## src/rtl/usp_pkg.sv

```systemverilog
// Shared constants and types for the microsecond prescaler.
// Assumes byte offsets on the register port and an 8-bit field width.
package usp_pkg;
    localparam int FIELD_W = 8;
    localparam int RATIO_W = 2 * FIELD_W;

    localparam logic [7:0] OFS_COUNT = 8'h10;
    localparam logic [7:0] OFS_RATIO = 8'h14;
    localparam logic [7:0] OFS_HOLD  = 8'h4C;

    localparam logic [RATIO_W-1:0] RATIO_RST = 16'h000B;

    // Upper byte: multiplier field (M), lower byte: divisor field (N).
    typedef struct packed {
        logic [FIELD_W-1:0] mul;
        logic [FIELD_W-1:0] div;
    } ratio_t;
endpackage

```

## src/rtl/usp_regs.sv

```systemverilog
// Register port: ratio word, hold bit and the read multiplexer.
// Assumes a single-cycle write strobe and a combinational read path.
module usp_regs
    import usp_pkg::*;
#(
    parameter int ADDR_W = 8,
    parameter int DATA_W = 32,
    parameter int CNT_W  = 32
) (
    input  logic              clk,
    input  logic              rst_n,
    input  logic              wr,
    input  logic [ADDR_W-1:0] addr,
    input  logic [DATA_W-1:0] wdata,
    input  logic [CNT_W-1:0]  count,
    output ratio_t            ratio,
    output logic              hold,
    output logic              ratio_wr,
    output logic [DATA_W-1:0] rdata
);
    logic sel_ratio, sel_hold, sel_count;

    // Decode the three mapped offsets.
    always_comb begin
        sel_count = (addr == ADDR_W'(OFS_COUNT));
        sel_ratio = (addr == ADDR_W'(OFS_RATIO));
        sel_hold  = (addr == ADDR_W'(OFS_HOLD));
        ratio_wr  = wr && sel_ratio;
    end

    // Storage for the ratio word and the hold bit.
    always_ff @(posedge clk) begin
        if (!rst_n) begin
            ratio <= RATIO_RST;
            hold  <= 1'b0;
        end else begin
            if (ratio_wr)
                ratio <= wdata[RATIO_W-1:0];
            if (wr && sel_hold)
                hold <= wdata[0];
        end
    end

    // Read multiplexer, zero-extending narrow fields.
    always_comb begin
        rdata = '0;
        if (sel_count)
            rdata[CNT_W-1:0] = count;
        else if (sel_ratio)
            rdata[RATIO_W-1:0] = ratio;
        else if (sel_hold)
            rdata[0] = hold;
    end

    assert_reset_state_R1: assert property (@(posedge clk)
        !rst_n |=> (ratio == RATIO_RST && !hold));
endmodule

```

## src/rtl/usp_phase_accum.sv

```systemverilog
// Fractional phase accumulator: adds M+1 each enabled cycle, and when the
// phase reaches N+1 it subtracts N+1 and signals a tick.
// Assumes the ratio changes only together with clear.
module usp_phase_accum
    import usp_pkg::*;
(
    input  logic   clk,
    input  logic   rst_n,
    input  ratio_t ratio,
    input  logic   hold,
    input  logic   clear,
    output logic   hit,
    output logic   tick_o
);
    localparam int ACC_W = FIELD_W + 1;

    logic [ACC_W-1:0] phase_q, phase_d, step_amt, modulus, sum, rem;

    // Next phase and tick decision for this cycle.
    always_comb begin
        step_amt = {1'b0, ratio.mul} + ACC_W'(1);
        modulus  = {1'b0, ratio.div} + ACC_W'(1);
        sum      = phase_q + step_amt;
        rem      = sum - modulus;
        hit      = 1'b0;
        phase_d  = phase_q;
        if (clear) begin
            phase_d = '0;
        end else if (!hold) begin
            if (sum >= modulus) begin
                hit     = 1'b1;
                phase_d = (rem >= modulus) ? modulus - ACC_W'(1) : rem;
            end else begin
                phase_d = sum;
            end
        end
    end

    // Phase register and registered tick pulse.
    always_ff @(posedge clk) begin
        if (!rst_n) begin
            phase_q <= '0;
            tick_o  <= 1'b0;
        end else begin
            phase_q <= phase_d;
            tick_o  <= hit;
        end
    end

    assert_phase_bound_R2: assert property (@(posedge clk) disable iff (!rst_n)
        phase_q < ({1'b0, ratio.div} + ACC_W'(1)));
    assert_clear_phase_R7: assert property (@(posedge clk) disable iff (!rst_n)
        clear |=> (phase_q == '0 && !tick_o));
    assert_fast_ratio_R8: assert property (@(posedge clk) disable iff (!rst_n)
        (ratio.mul > ratio.div && !hold && !clear) |=> tick_o);
endmodule

```

## src/rtl/usp_counter.sv

```systemverilog
// Free-running microsecond counter, advanced once per tick.
// Assumes step is at most one per cycle; wraps silently.
module usp_counter #(
    parameter int CNT_W = 32
) (
    input  logic             clk,
    input  logic             rst_n,
    input  logic             step,
    output logic [CNT_W-1:0] count
);
    // Count up by one on each step.
    always_ff @(posedge clk) begin
        if (!rst_n)
            count <= '0;
        else if (step)
            count <= count + CNT_W'(1);
    end

    assert_step_one_R4: assert property (@(posedge clk) disable iff (!rst_n)
        step |=> count == $past(count) + CNT_W'(1));
    assert_idle_stable_R4: assert property (@(posedge clk) disable iff (!rst_n)
        !step |=> $stable(count));
    assert_wrap_zero_R5: assert property (@(posedge clk) disable iff (!rst_n)
        (step && &count) |=> count == '0);
endmodule

```

## src/rtl/usp_prescaler.sv

```systemverilog
// Top of the microsecond prescaler: register port, phase accumulator
// and counter. Assumes CNT_W <= DATA_W and ADDR_W >= 8.
module usp_prescaler
    import usp_pkg::*;
#(
    parameter int ADDR_W = 8,
    parameter int DATA_W = 32,
    parameter int CNT_W  = 32
) (
    input  logic              clk,
    input  logic              rst_n,
    input  logic              reg_wr,
    input  logic [ADDR_W-1:0] reg_addr,
    input  logic [DATA_W-1:0] reg_wdata,
    output logic [DATA_W-1:0] reg_rdata,
    output logic              tick_o
);
    ratio_t           ratio;
    logic             hold, ratio_wr, hit;
    logic [CNT_W-1:0] count;

    usp_regs #(.ADDR_W(ADDR_W), .DATA_W(DATA_W), .CNT_W(CNT_W)) u_regs (
        .clk(clk), .rst_n(rst_n), .wr(reg_wr), .addr(reg_addr),
        .wdata(reg_wdata), .count(count), .ratio(ratio), .hold(hold),
        .ratio_wr(ratio_wr), .rdata(reg_rdata)
    );

    usp_phase_accum u_accum (
        .clk(clk), .rst_n(rst_n), .ratio(ratio), .hold(hold),
        .clear(ratio_wr), .hit(hit), .tick_o(tick_o)
    );

    usp_counter #(.CNT_W(CNT_W)) u_count (
        .clk(clk), .rst_n(rst_n), .step(hit), .count(count)
    );

    assert_hold_freezes_R6: assert property (@(posedge clk) disable iff (!rst_n)
        hold |=> (!tick_o && $stable(count)));
endmodule

```

## config.mk

```make
export PLATFORM = sky130hd
export DESIGN_NAME = usp_prescaler
export DESIGN_NICKNAME = d
export VERILOG_FILES = /design/src/rtl/usp_pkg.sv /design/src/rtl/usp_regs.sv /design/src/rtl/usp_phase_accum.sv /design/src/rtl/usp_counter.sv /design/src/rtl/usp_prescaler.sv
export SDC_FILE = /design/constraint.sdc
export NUM_CORES = 1
export LEC_CHECK = 0
export CAP_MARGIN = 20
export CELL_PAD_IN_SITES_DETAIL_PLACEMENT = 0
export CELL_PAD_IN_SITES_GLOBAL_PLACEMENT = 2
export CORE_AREA = 3 3 123 125
export DETAILED_ROUTE_END_ITERATION = 16
export DIE_AREA = 0 0 126 128
export PLACE_DENSITY = 0.87
export SLEW_MARGIN = 20
export SYNTH_ARGS = -nofsm -noshare
export SYNTH_HDL_FRONTEND = slang
export SYNTH_SLANG_ARGS = --single-unit
```

## constraint.sdc

```tcl
create_clock -name clk -period 5.46 [get_ports clk]
set_clock_uncertainty 0.1 [all_clocks]
set_input_delay 1.092 -clock clk [delete_from_list [all_inputs] [get_ports clk]]
set_output_delay 1.092 -clock clk [all_outputs]
set_load 0.05 [all_outputs]
```

Word-level counts from Yosys, hierarchy flattened. Cells that the tools add are included.

Flip-flop bits (word level): 59. Output and inout bits: 33. Logic and storage cells: 31.

Add/subtract/negate cells: 6. Order comparisons: 2. Equality and inequality tests: 3. Mux-type cells: 10. Bitwise operators: 1. Reductions and logical operators: 3.

Operators with widths (number): adder 32 x 1 -> 32 bit (second input constant) (1); two-way mux 16 bit (2); adder 8 x 1 -> 9 bit (second input constant) (2); >= comparator 9 bit (2); two-way mux 9 bit (2); == test 8 x 5 -> 1 bit (second input constant) (2); two-way mux 15 bit (1); adder 9 bit (1); subtractor 9 x 1 -> 9 bit (second input constant) (1); subtractor 9 bit (1); == test 8 x 7 -> 1 bit (second input constant) (1); two-way mux 1 bit (5); logical AND 1 bit (2); OR reduction 2 bit (1); inverter 1 bit (1).

Depth between registers and ports, before layout. Gate-level depths: netlist of the first run.

Word-level depth: 6. Gate-level depth with buffers: 24.

Modules after synthesis. Synthesis of the first run repeated with hierarchy kept, for this count alone.

Cell total of the unflattened synthesis: 514. Area total of the unflattened synthesis: 4381.7 um^2.

Modules (own cells, without submodules): usp_phase_accum (instances 1, cells an instance 217, area each 1742.9 um^2, seq. area each 200.2 um^2); usp_counter (instances 1, cells an instance 176, area each 1562.7 um^2, seq. area each 640.6 um^2); usp_regs (instances 1, cells an instance 121, area each 1076.0 um^2, seq. area each 340.3 um^2).

Worst setup path after synthesis of the first run. No wires, ideal clock.

Path type: reg2reg. From: register, netlist name u_regs.ratio[8]. To: register u_accum.phase_q[1]. Setup time: 132 ps. Arrival: 4329 ps. Required time: 5228 ps. Setup slack: 899 ps. Cell stages (with the launch flop): 23. Path buffers: 1. Clock period less this slack: 4561 ps. Cells stage by stage: dfxtp_1 > inv_1 > ha_1 > inv_1 > fa_1 > inv_1 > fa_1 > nor2b_1 > o21ai_0 > a21boi_0 > nor2_1 > maj3_1 > xor2_1 > ha_1 > o21ai_0 > nand2b_1 > a21oi_1 > a31oi_1 > clkbuf_1 > mux2i_1 > o21ai_0 > o211ai_1 > a21oi_1.

Word-level cells in the longest chain between the ends: 6.

RTL lines: adder 8 x 1 -> 9 bit * (line usp_phase_accum.sv:21) `step_amt = {1'b0, ratio.mul} + ACC_W'(1);`; adder 9 bit * (line usp_phase_accum.sv:23) `sum = phase_q + step_amt;`; subtractor 9 bit (line usp_phase_accum.sv:24) `rem = sum - modulus;`; >= comparator 9 bit (line usp_phase_accum.sv:32) `phase_d = (rem >= modulus) ? modulus - ACC_W'(1) : rem;`; two-way mux 9 bit (line usp_phase_accum.sv:32); two-way mux 9 bit * (line usp_phase_accum.sv:30) `if (sum >= modulus) begin`; end signal, assigned (line usp_phase_accum.sv:45) `phase_q <= phase_d;`; end, declared (line usp_phase_accum.sv:17) `logic [ACC_W-1:0] phase_q, phase_d, step_amt, modulus, sum, rem;`.

Mark *: on every way between the ends. The rest lies on a longest branch, timed or not. A chain may end at the register's enable or synchronous reset.

Worst setup path after layout of the first run.
From: register, netlist name u_regs.ratio[8]. To: register u_accum.phase_q[6].

Word-level cells in the longest chain between the ends: 6.

RTL lines (line): adder 8 x 1 -> 9 bit * (usp_phase_accum.sv:21); adder 9 bit * (usp_phase_accum.sv:23); subtractor 9 bit (usp_phase_accum.sv:24); >= comparator 9 bit (usp_phase_accum.sv:32); two-way mux 9 bit (usp_phase_accum.sv:32); two-way mux 9 bit * (usp_phase_accum.sv:30).

Marked as above.

==> results of run 1 <==
==> flip-flops by register name, summed over array words and instances (netlist names) <==
name / count
u_regs.hold: 1
u_count.count: 32
u_accum.tick_o: 1
u_regs.ratio: 16
u_accum.phase_q: 9
==> logic make-up (layout without fill, tap and decap cells) <==
| kind of cell | after synthesis | after routing | synth area share [%] |
|---|---|---|---|
| compound gates | 151 | 151 | 23.3 |
| mux | 9 | 9 | 2.06 |
| fa+ha+maj | 30 | 30 | 8.86 |
| flops | 59 | 59 | 27.0 |
| buf+inv | 60 | 113 | 5.69 |
| xor+xnor | 27 | 27 | 6.00 |
| simple gates | 225 | 225 | 27.1 |
==> synth_stat cells, types with 9 or more instances <==
cell type	count	area share (%)
nand2_1	70	6.0
dfxtp_1	59	27
a21oi_1	50	5.7
nor2_1	31	2.7
ha_1	27	7.7
clkbuf_1	25	2.1
inv_1	25	2.1
and2_1	21	3.0
o21ai_0	21	2.4
or4_1	19	3.3
o31ai_1	18	3.1
nand3_1	16	1.8
xnor2_1	16	3.2
a22o_1	15	3.0
or3_1	12	1.7
nand4_1	11	1.6
mux2i_1	9	2.1
xor2_1	9	1.8
==> area by class of cell <==
type	instances	area, um^2	area share (%)
clock buffers	11	253	4.60
inverters	26	98.8	1.80
clock inverters	5	60.1	1.09
repair buffers	71	698	12.7
well taps	180	225	4.10
flip-flops and latches	59	1180	21.5
multi-input cells	442	2970	54.2
==> metal layers <==
| metal | vias to the layer above | global-route usage (%) |
|---|---|---|
| met5 | - | 0 |
| met4 | 0 | 4.61 |
| met3 | 13 | 2.46 |
| met1 | 2006 | 21.3 |
| li1 | 2152 | - |
| met2 | 78 | 26.7 |
==> power breakdown <==
part / internal [uW] / switching (uW)
Combinational: 355 / 486
Sequential: 460 / 17.6
Clock: 379 / 213
==> critical path: stages, from the launching register on <==
cell and delay (ns):
dfxtp_1 0.32, inv_1 0.07, ha_1 0.18, inv_1 0.07
fa_1 0.55, inv_1 0.08, fa_1 0.46, nor2b_1 0.14
o21ai_0 0.11, a21boi_1 0.26, o22ai_1 0.15, a311oi_1 0.40
xor2_1 0.17, ha_1 0.23, nor4_1 0.34, a31oi_2 0.15
buf_4 0.20, or3b_2 0.45, and4_1 0.21, a2111oi_0 0.27
==> timing repair <==
action | CTS | global route
buffers inserted | 0 | 1
endpoints found under the setup margin | 0 | 4
resized for setup | 0 | 4
==> metrics by stage <==
stage | hold slack [ns] | setup slack (ns) | instance area (um^2) | instances | utilization (%)
2_1_floorplan | 0.347 | 0.899 | 4380 | 561 | -
3_3_place_gp | 0.357 | 0.314 | 5120 | 776 | 36.6
3_5_place_dp | 0.368 | 0.294 | 5120 | 776 | 36.6
4_1_cts | 0.376 | 0.222 | 5440 | 792 | 38.9
5_1_grt | 0.400 | 0.131 | 5490 | 794 | 39.2
6_report | 0.378 | 0.434 | 5490 | 794 | 39.2
==> final timing paths <==
check | start | end | slack (ns) | cells past startpoint
max | u_regs.ratio[8]$_SDFFE_PN0P_ | u_accum.phase_q[6]$_SDFFE_PP0N_ | 0.43 | 19
min | u_regs.ratio[8]$_SDFFE_PN0P_ | u_regs.ratio[8]$_SDFFE_PN0P_ | 0.38 | 2
max reg2reg | u_regs.ratio[8]$_SDFFE_PN0P_ | u_accum.phase_q[6]$_SDFFE_PP0N_ | 0.43 | 19
min reg2reg | u_regs.ratio[8]$_SDFFE_PN0P_ | u_regs.ratio[8]$_SDFFE_PN0P_ | 0.38 | 2
==> results.py, run 1 <==
metrics = {
    "drt": {
        "wl_mm": 12.8,
        "met2WireLength_mm": 5.99,
        "firstDrtPassIters": 4,
        "wl_met3_um": 535,
        "top_layer": "met4",
        "via_per_inst": 5.35,
        "drc_errors": 0,
        "routed_wire_length_per_instance_um": 16.1,
        "vias": 4249,
        "ant_nets": 0,
        "met1_length_mm": 6.16,
        "dr.first_iter.drc_count": 163,
    },
    "cts": {
        "clk_root_buffer_cell": "clkbuf_16",
        "cts_buffer_depth": 2,
        "htreeDepth": 3,
        "clk_latency_ns": 0.33,
        "clkSinkCount": 59,
        "hold_buffers": 0,
        "cts_tree": "yes",
        "cts_made_buffers": 9,
        "path_clk_slew_ns": 0.06,
    },
    "critical_path": {
        "path_class": "reg2reg",
        "cp.required_ns": 5.57,
        "cp_data_arrival_time_ns": 5.14,
        "worstSetupEndpointType": "flop",
        "path_max_fanout": 12,
        "critPathLaunchType": "flop",
    },
    "yosys": {
        "syn_area_per_cell_um2": 7.81,
        "syn_nets": 633,
        "yosysSeqAreaShare_pct": 27.0,
        "yosysWarnings": 0,
        "synth_cells": 561,
        "ys_ff_latch": 59,
        "synth_top_flop_cell": "dfxtp_1",
        "synth_cell_type_count": 64,
        "synthArstFlopShare_pct": 0,
        "syn_area_mm2": 0.00438,
        "synth_edf_count": 0,
    },
    "timing": {
        "finalHoldViolations": 0,
        "rsz0062_at_grt": "false",
        "drv_slew": 0,
        "fmax_mhz": 199,
        "period_minus_slack_ns": 5.03,
        "period_share_pct": 92.1,
        "setup_tns_ns": 0,
        "worstMarginPinSlew_ns": 0.880,
        "relSlewSlack_pct": 41.3,
        "setup_viol": 0,
    },
    "finish": {
        "most-common-layout-cells": "70 x nand2_1, 59 x dfxtp_1, 58 x clkdlybuf4s50_1, 50 x a21oi_1, 31 x nor2_1",
        "area_growth_pct": 25.3,
        "nets": 681,
        "fillCellCount": 1465,
        "final_common_cell": "nand2_1",
        "drive_gt1_share_pct": 8.14,
        "diodes": 0,
    },
    "global_route": {
        "grt_usage_pct": 16.0,
        "grt_max_degree": 34,
        "first_global_vias": 4140,
        "grt-ovfl-total": 0,
        "antenna_found_initial": 0,
        "grt_first_pass_wirelength_mm": 21.1,
    },
    "power": {
        "vdd_drop_max_mv": 0.173,
        "p_total_uw": 1910,
        "leakagePower_uw": 0.00189,
        "p_per_area_mw_per_mm2": 348,
    },
    "outcome": {
        "status": "complete, no violations",
    },
    "die": {
        "start_util_pct": 31.3,
        "fp-row-count": 43,
        "dieArea_mm2": 0.0161,
        "die_h_um": 128,
        "ios": 76,
        "core_mm2": 0.0140,
        "die_w_um": 126,
    },
    "place": {
        "hpwl_mm": 9.67,
        "port_buffers": 59,
        "place_congestion": 0.812,
    },
    "worst_hold_path": {
        "hold_class": "reg2reg",
    },
    "flow_run": {
        "maxCapViolCount": 0,
    },
}
Note: power is estimated with default switching activity, not from simulation.
==> run 2: changes to the inputs <==
--- a/config.mk
+++ b/config.mk
@@ -7,3 +7,2 @@
 export LEC_CHECK = 0
-export CAP_MARGIN = 20
 export CELL_PAD_IN_SITES_DETAIL_PLACEMENT = 0
@@ -11,2 +10,3 @@
 export CORE_AREA = 3 3 123 125
+export CTS_CLUSTER_SIZE = 16
 export DETAILED_ROUTE_END_ITERATION = 16
--- a/constraint.sdc
+++ b/constraint.sdc
@@ -4,2 +4,2 @@
 set_output_delay 1.092 -clock clk [all_outputs]
-set_load 0.05 [all_outputs]
+set_load 0.005 [all_outputs]
==> run 2 against run 1 <==
Against the previous run: flip-flop and latch count stayed put; sequential share of layout area is 0.28 points higher; critical path type unchanged; via count rose by 1.5%; power decreased by 5.0%; utilization shrank 0.50 points; sequential power barely moved; first-iteration DRC count is 36% higher; global-route usage decreased by 0.27 points; non-clock buffer count fell by 2.
==> results.py, run 2 (same netlist as run 1, synthesis figures left out) <==
metrics = {
    "outcome": {
        "status": "complete, no violations",
    },
    "cts": {
        "cts_buffer_depth": 2,
        "htreeDepth": 3,
        "path_clk_slew_ns": 0.05,
        "clkSinkCount": 59,
        "hold_buffers": 0,
        "clk_root_buffer_cell": "clkbuf_16",
        "cts_made_buffers": 9,
        "clk_latency_ns": 0.33,
        "cts_tree": "yes",
    },
    "place": {
        "hpwl_mm": 9.62,
        "port_buffers": 59,
        "dpl_cell_area_mm2": 0.00513,
        "place_congestion": 0.825,
    },
    "finish": {
        "diodes": 0,
        "most-common-layout-cells": "70 x nand2_1, 59 x clkdlybuf4s50_1, 59 x dfxtp_1, 50 x a21oi_1, 31 x nor2_1",
        "final_common_cell": "nand2_1",
        "nets": 679,
        "area_growth_pct": 23.7,
        "largest_reg_flops": 32,
        "fin_area_mm2": 0.00542,
        "fillCellCount": 1447,
        "top_regs": "u_count.count: 32 flops, u_regs.ratio: 16 flops, u_accum.phase_q: 9 flops",
        "top_register": "u_count.count",
        "drive_gt1_share_pct": 7.35,
    },
    "critical_path": {
        "worstSetupEndpointType": "flop",
        "r2r_setup_slack_ns": 0.28,
        "r2r_end": "u_accum.phase_q[6]$_SDFFE_PP0N_",
        "path_class": "reg2reg",
        "regToRegStartpoint": "u_regs.ratio[8]$_SDFFE_PN0P_",
        "critPathLaunchType": "flop",
        "path_max_fanout": 12,
        "cp.required_ns": 5.56,
        "cp_data_arrival_time_ns": 5.28,
        "r2r_cells": 21,
    },
    "timing": {
        "fmax_mhz": 193,
        "period_minus_slack_ns": 5.18,
        "setup_viol": 0,
        "drv_slew": 0,
        "finalHoldViolations": 0,
        "relSlewSlack_pct": 40.2,
        "period_share_pct": 94.9,
        "worstMarginPinSlew_ns": 0.897,
    },
    "power": {
        "vdd_drop_max_mv": 0.187,
        "leakagePower_uw": 0.00186,
        "sw_frac_of_total_pct": 37.6,
        "clock_power_share_pct": 29.1,
        "p_int_uw": 1130,
        "pwr-share-comb_pct": 44.5,
        "seqPwrFrac_pct": 26.4,
        "p_sw_uw": 683,
        "p_per_area_mw_per_mm2": 335,
        "p_total_uw": 1820,
    },
    "die": {
        "fp-row-count": 43,
        "dieArea_mm2": 0.0161,
        "start_util_pct": 31.3,
        "die_h_um": 128,
        "die_w_um": 126,
        "core_mm2": 0.0140,
        "ios": 76,
    },
    "drt": {
        "dr.first_iter.drc_count": 222,
        "wl_mm": 12.9,
        "vias": 4311,
        "via_per_inst": 5.44,
        "firstDrtPassIters": 5,
        "drc_errors": 0,
        "routed_wire_length_per_instance_um": 16.2,
        "ant_nets": 0,
    },
    "global_route": {
        "grt-ovfl-total": 0,
        "grt_max_degree": 40,
        "antenna_found_initial": 0,
        "grt_first_pass_wirelength_mm": 20.7,
        "grt_usage_pct": 15.7,
        "first_global_vias": 4093,
    },
    "worst_hold_path": {
        "hold_class": "reg2reg",
        "worstHoldPathCells": 2,
        "whs_endpoint": "u_accum.phase_q[5]$_SDFFE_PP0N_",
        "min_from": "u_accum.phase_q[5]$_SDFFE_PP0N_",
    },
    "flow_run": {
        "maxCapViolCount": 0,
    },
}
==> run 2: cell types whose count changed in the layout (fill, tap and decap cells not counted) <==
cell	delta
buf_4	-2
clkdlybuf4s50_1	+1
clkinvlp_4	+1
buf_16	-1
bufinv_16	-1
o221ai_2	-1
clkinv_4	-1
clkinv_1	-1
clkinv_2	+1
inv_1	+1
o221ai_1	+1
clkbuf_1	+1
inv_6	-1
==> run 2: stage by stage <==
step | util, % | TNS (ns) | worst slack [ns] | hold WS, ns | cells
2_1_floorplan | - | 0 | 0.899 | 0.347 | 561
3_3_place_gp | 36.6 | 0 | 0.367 | 0.356 | 776
3_5_place_dp | 36.6 | 0 | 0.242 | 0.377 | 776
4_1_cts | 38.7 | 0 | 0.208 | 0.384 | 792
5_1_grt | 38.7 | -0.0186 | -0.0186 | 0.401 | 792
6_report | 38.7 | 0 | 0.277 | 0.380 | 792
==> run 2: per-layer routing <==
metal  GRT usage [%]  wire, um  vias to the layer above
met1            21.0      6170                     2039
li1                -         -                     2144
met4            4.35       166                        0
met2            25.8      6020                      107
met5               0         0                        -
met3            3.17       505                       21
==> run 2: power groups by stage <==
stage	logic [uW]	registers [uW]	clock network [uW]
CTS	803	479	538
finish	808	479	530
global route	904	482	558
detailed placement	798	488	0
global placement	783	487	0
floorplan	610	483	0
==> run 2: how the worst max path moves through the flow <==
| stage | from | depth (start not counted) | endpoint |
|---|---|---|---|
| 2_1_floorplan | u_regs.ratio[8]$_SDFFE_PN0P_ | 22 | u_accum.phase_q[1]$_SDFFE_PP0N_ |
| 3_3_place_gp | u_regs.ratio[8]$_SDFFE_PN0P_ | 21 | u_accum.phase_q[6]$_SDFFE_PP0N_ |
| 4_1_cts | u_regs.ratio[8]$_SDFFE_PN0P_ | 21 | u_accum.phase_q[6]$_SDFFE_PP0N_ |
| 3_5_place_dp | u_regs.ratio[8]$_SDFFE_PN0P_ | 21 | u_accum.phase_q[6]$_SDFFE_PP0N_ |
| 5_1_grt | u_regs.ratio[8]$_SDFFE_PN0P_ | 21 | u_accum.phase_q[6]$_SDFFE_PP0N_ |
| 6_report | u_regs.ratio[8]$_SDFFE_PN0P_ | 21 | u_accum.phase_q[6]$_SDFFE_PP0N_ |
==> run 2: worst max-delay path, cell delays in order, from the launching register on <==
cell and delay [ns]:
dfxtp_1 0.32, inv_1 0.07, ha_1 0.18, inv_1 0.06
fa_1 0.56, inv_1 0.09, fa_1 0.47, nor2b_1 0.12
o21ai_0 0.11, a21boi_1 0.28, nor2_1 0.08, maj3_1 0.41
xor2_1 0.19, ha_1 0.29, o21ai_0 0.16, nand2b_1 0.08
a21oi_1 0.19, a31oi_2 0.13, buf_4 0.26, or3b_2 0.43
and4_1 0.20, a2111oi_0 0.28
==> run 2: final cells by class <==
class	count	area [um^2]	share of cell area (%)
multi-input cells	442	2970	54.7
flip-flops and latches	59	1180	21.8
repair buffers	69	666	12.3
clock buffers	12	256	4.73
well taps	180	225	4.16
inverters	26	98.8	1.82
clock inverters	4	25.0	0.462
==> run 2: repair_timing <==
item,in CTS,in global routing
buffers inserted,0,0
endpoints found under the setup margin,0,3
resized for setup,0,3
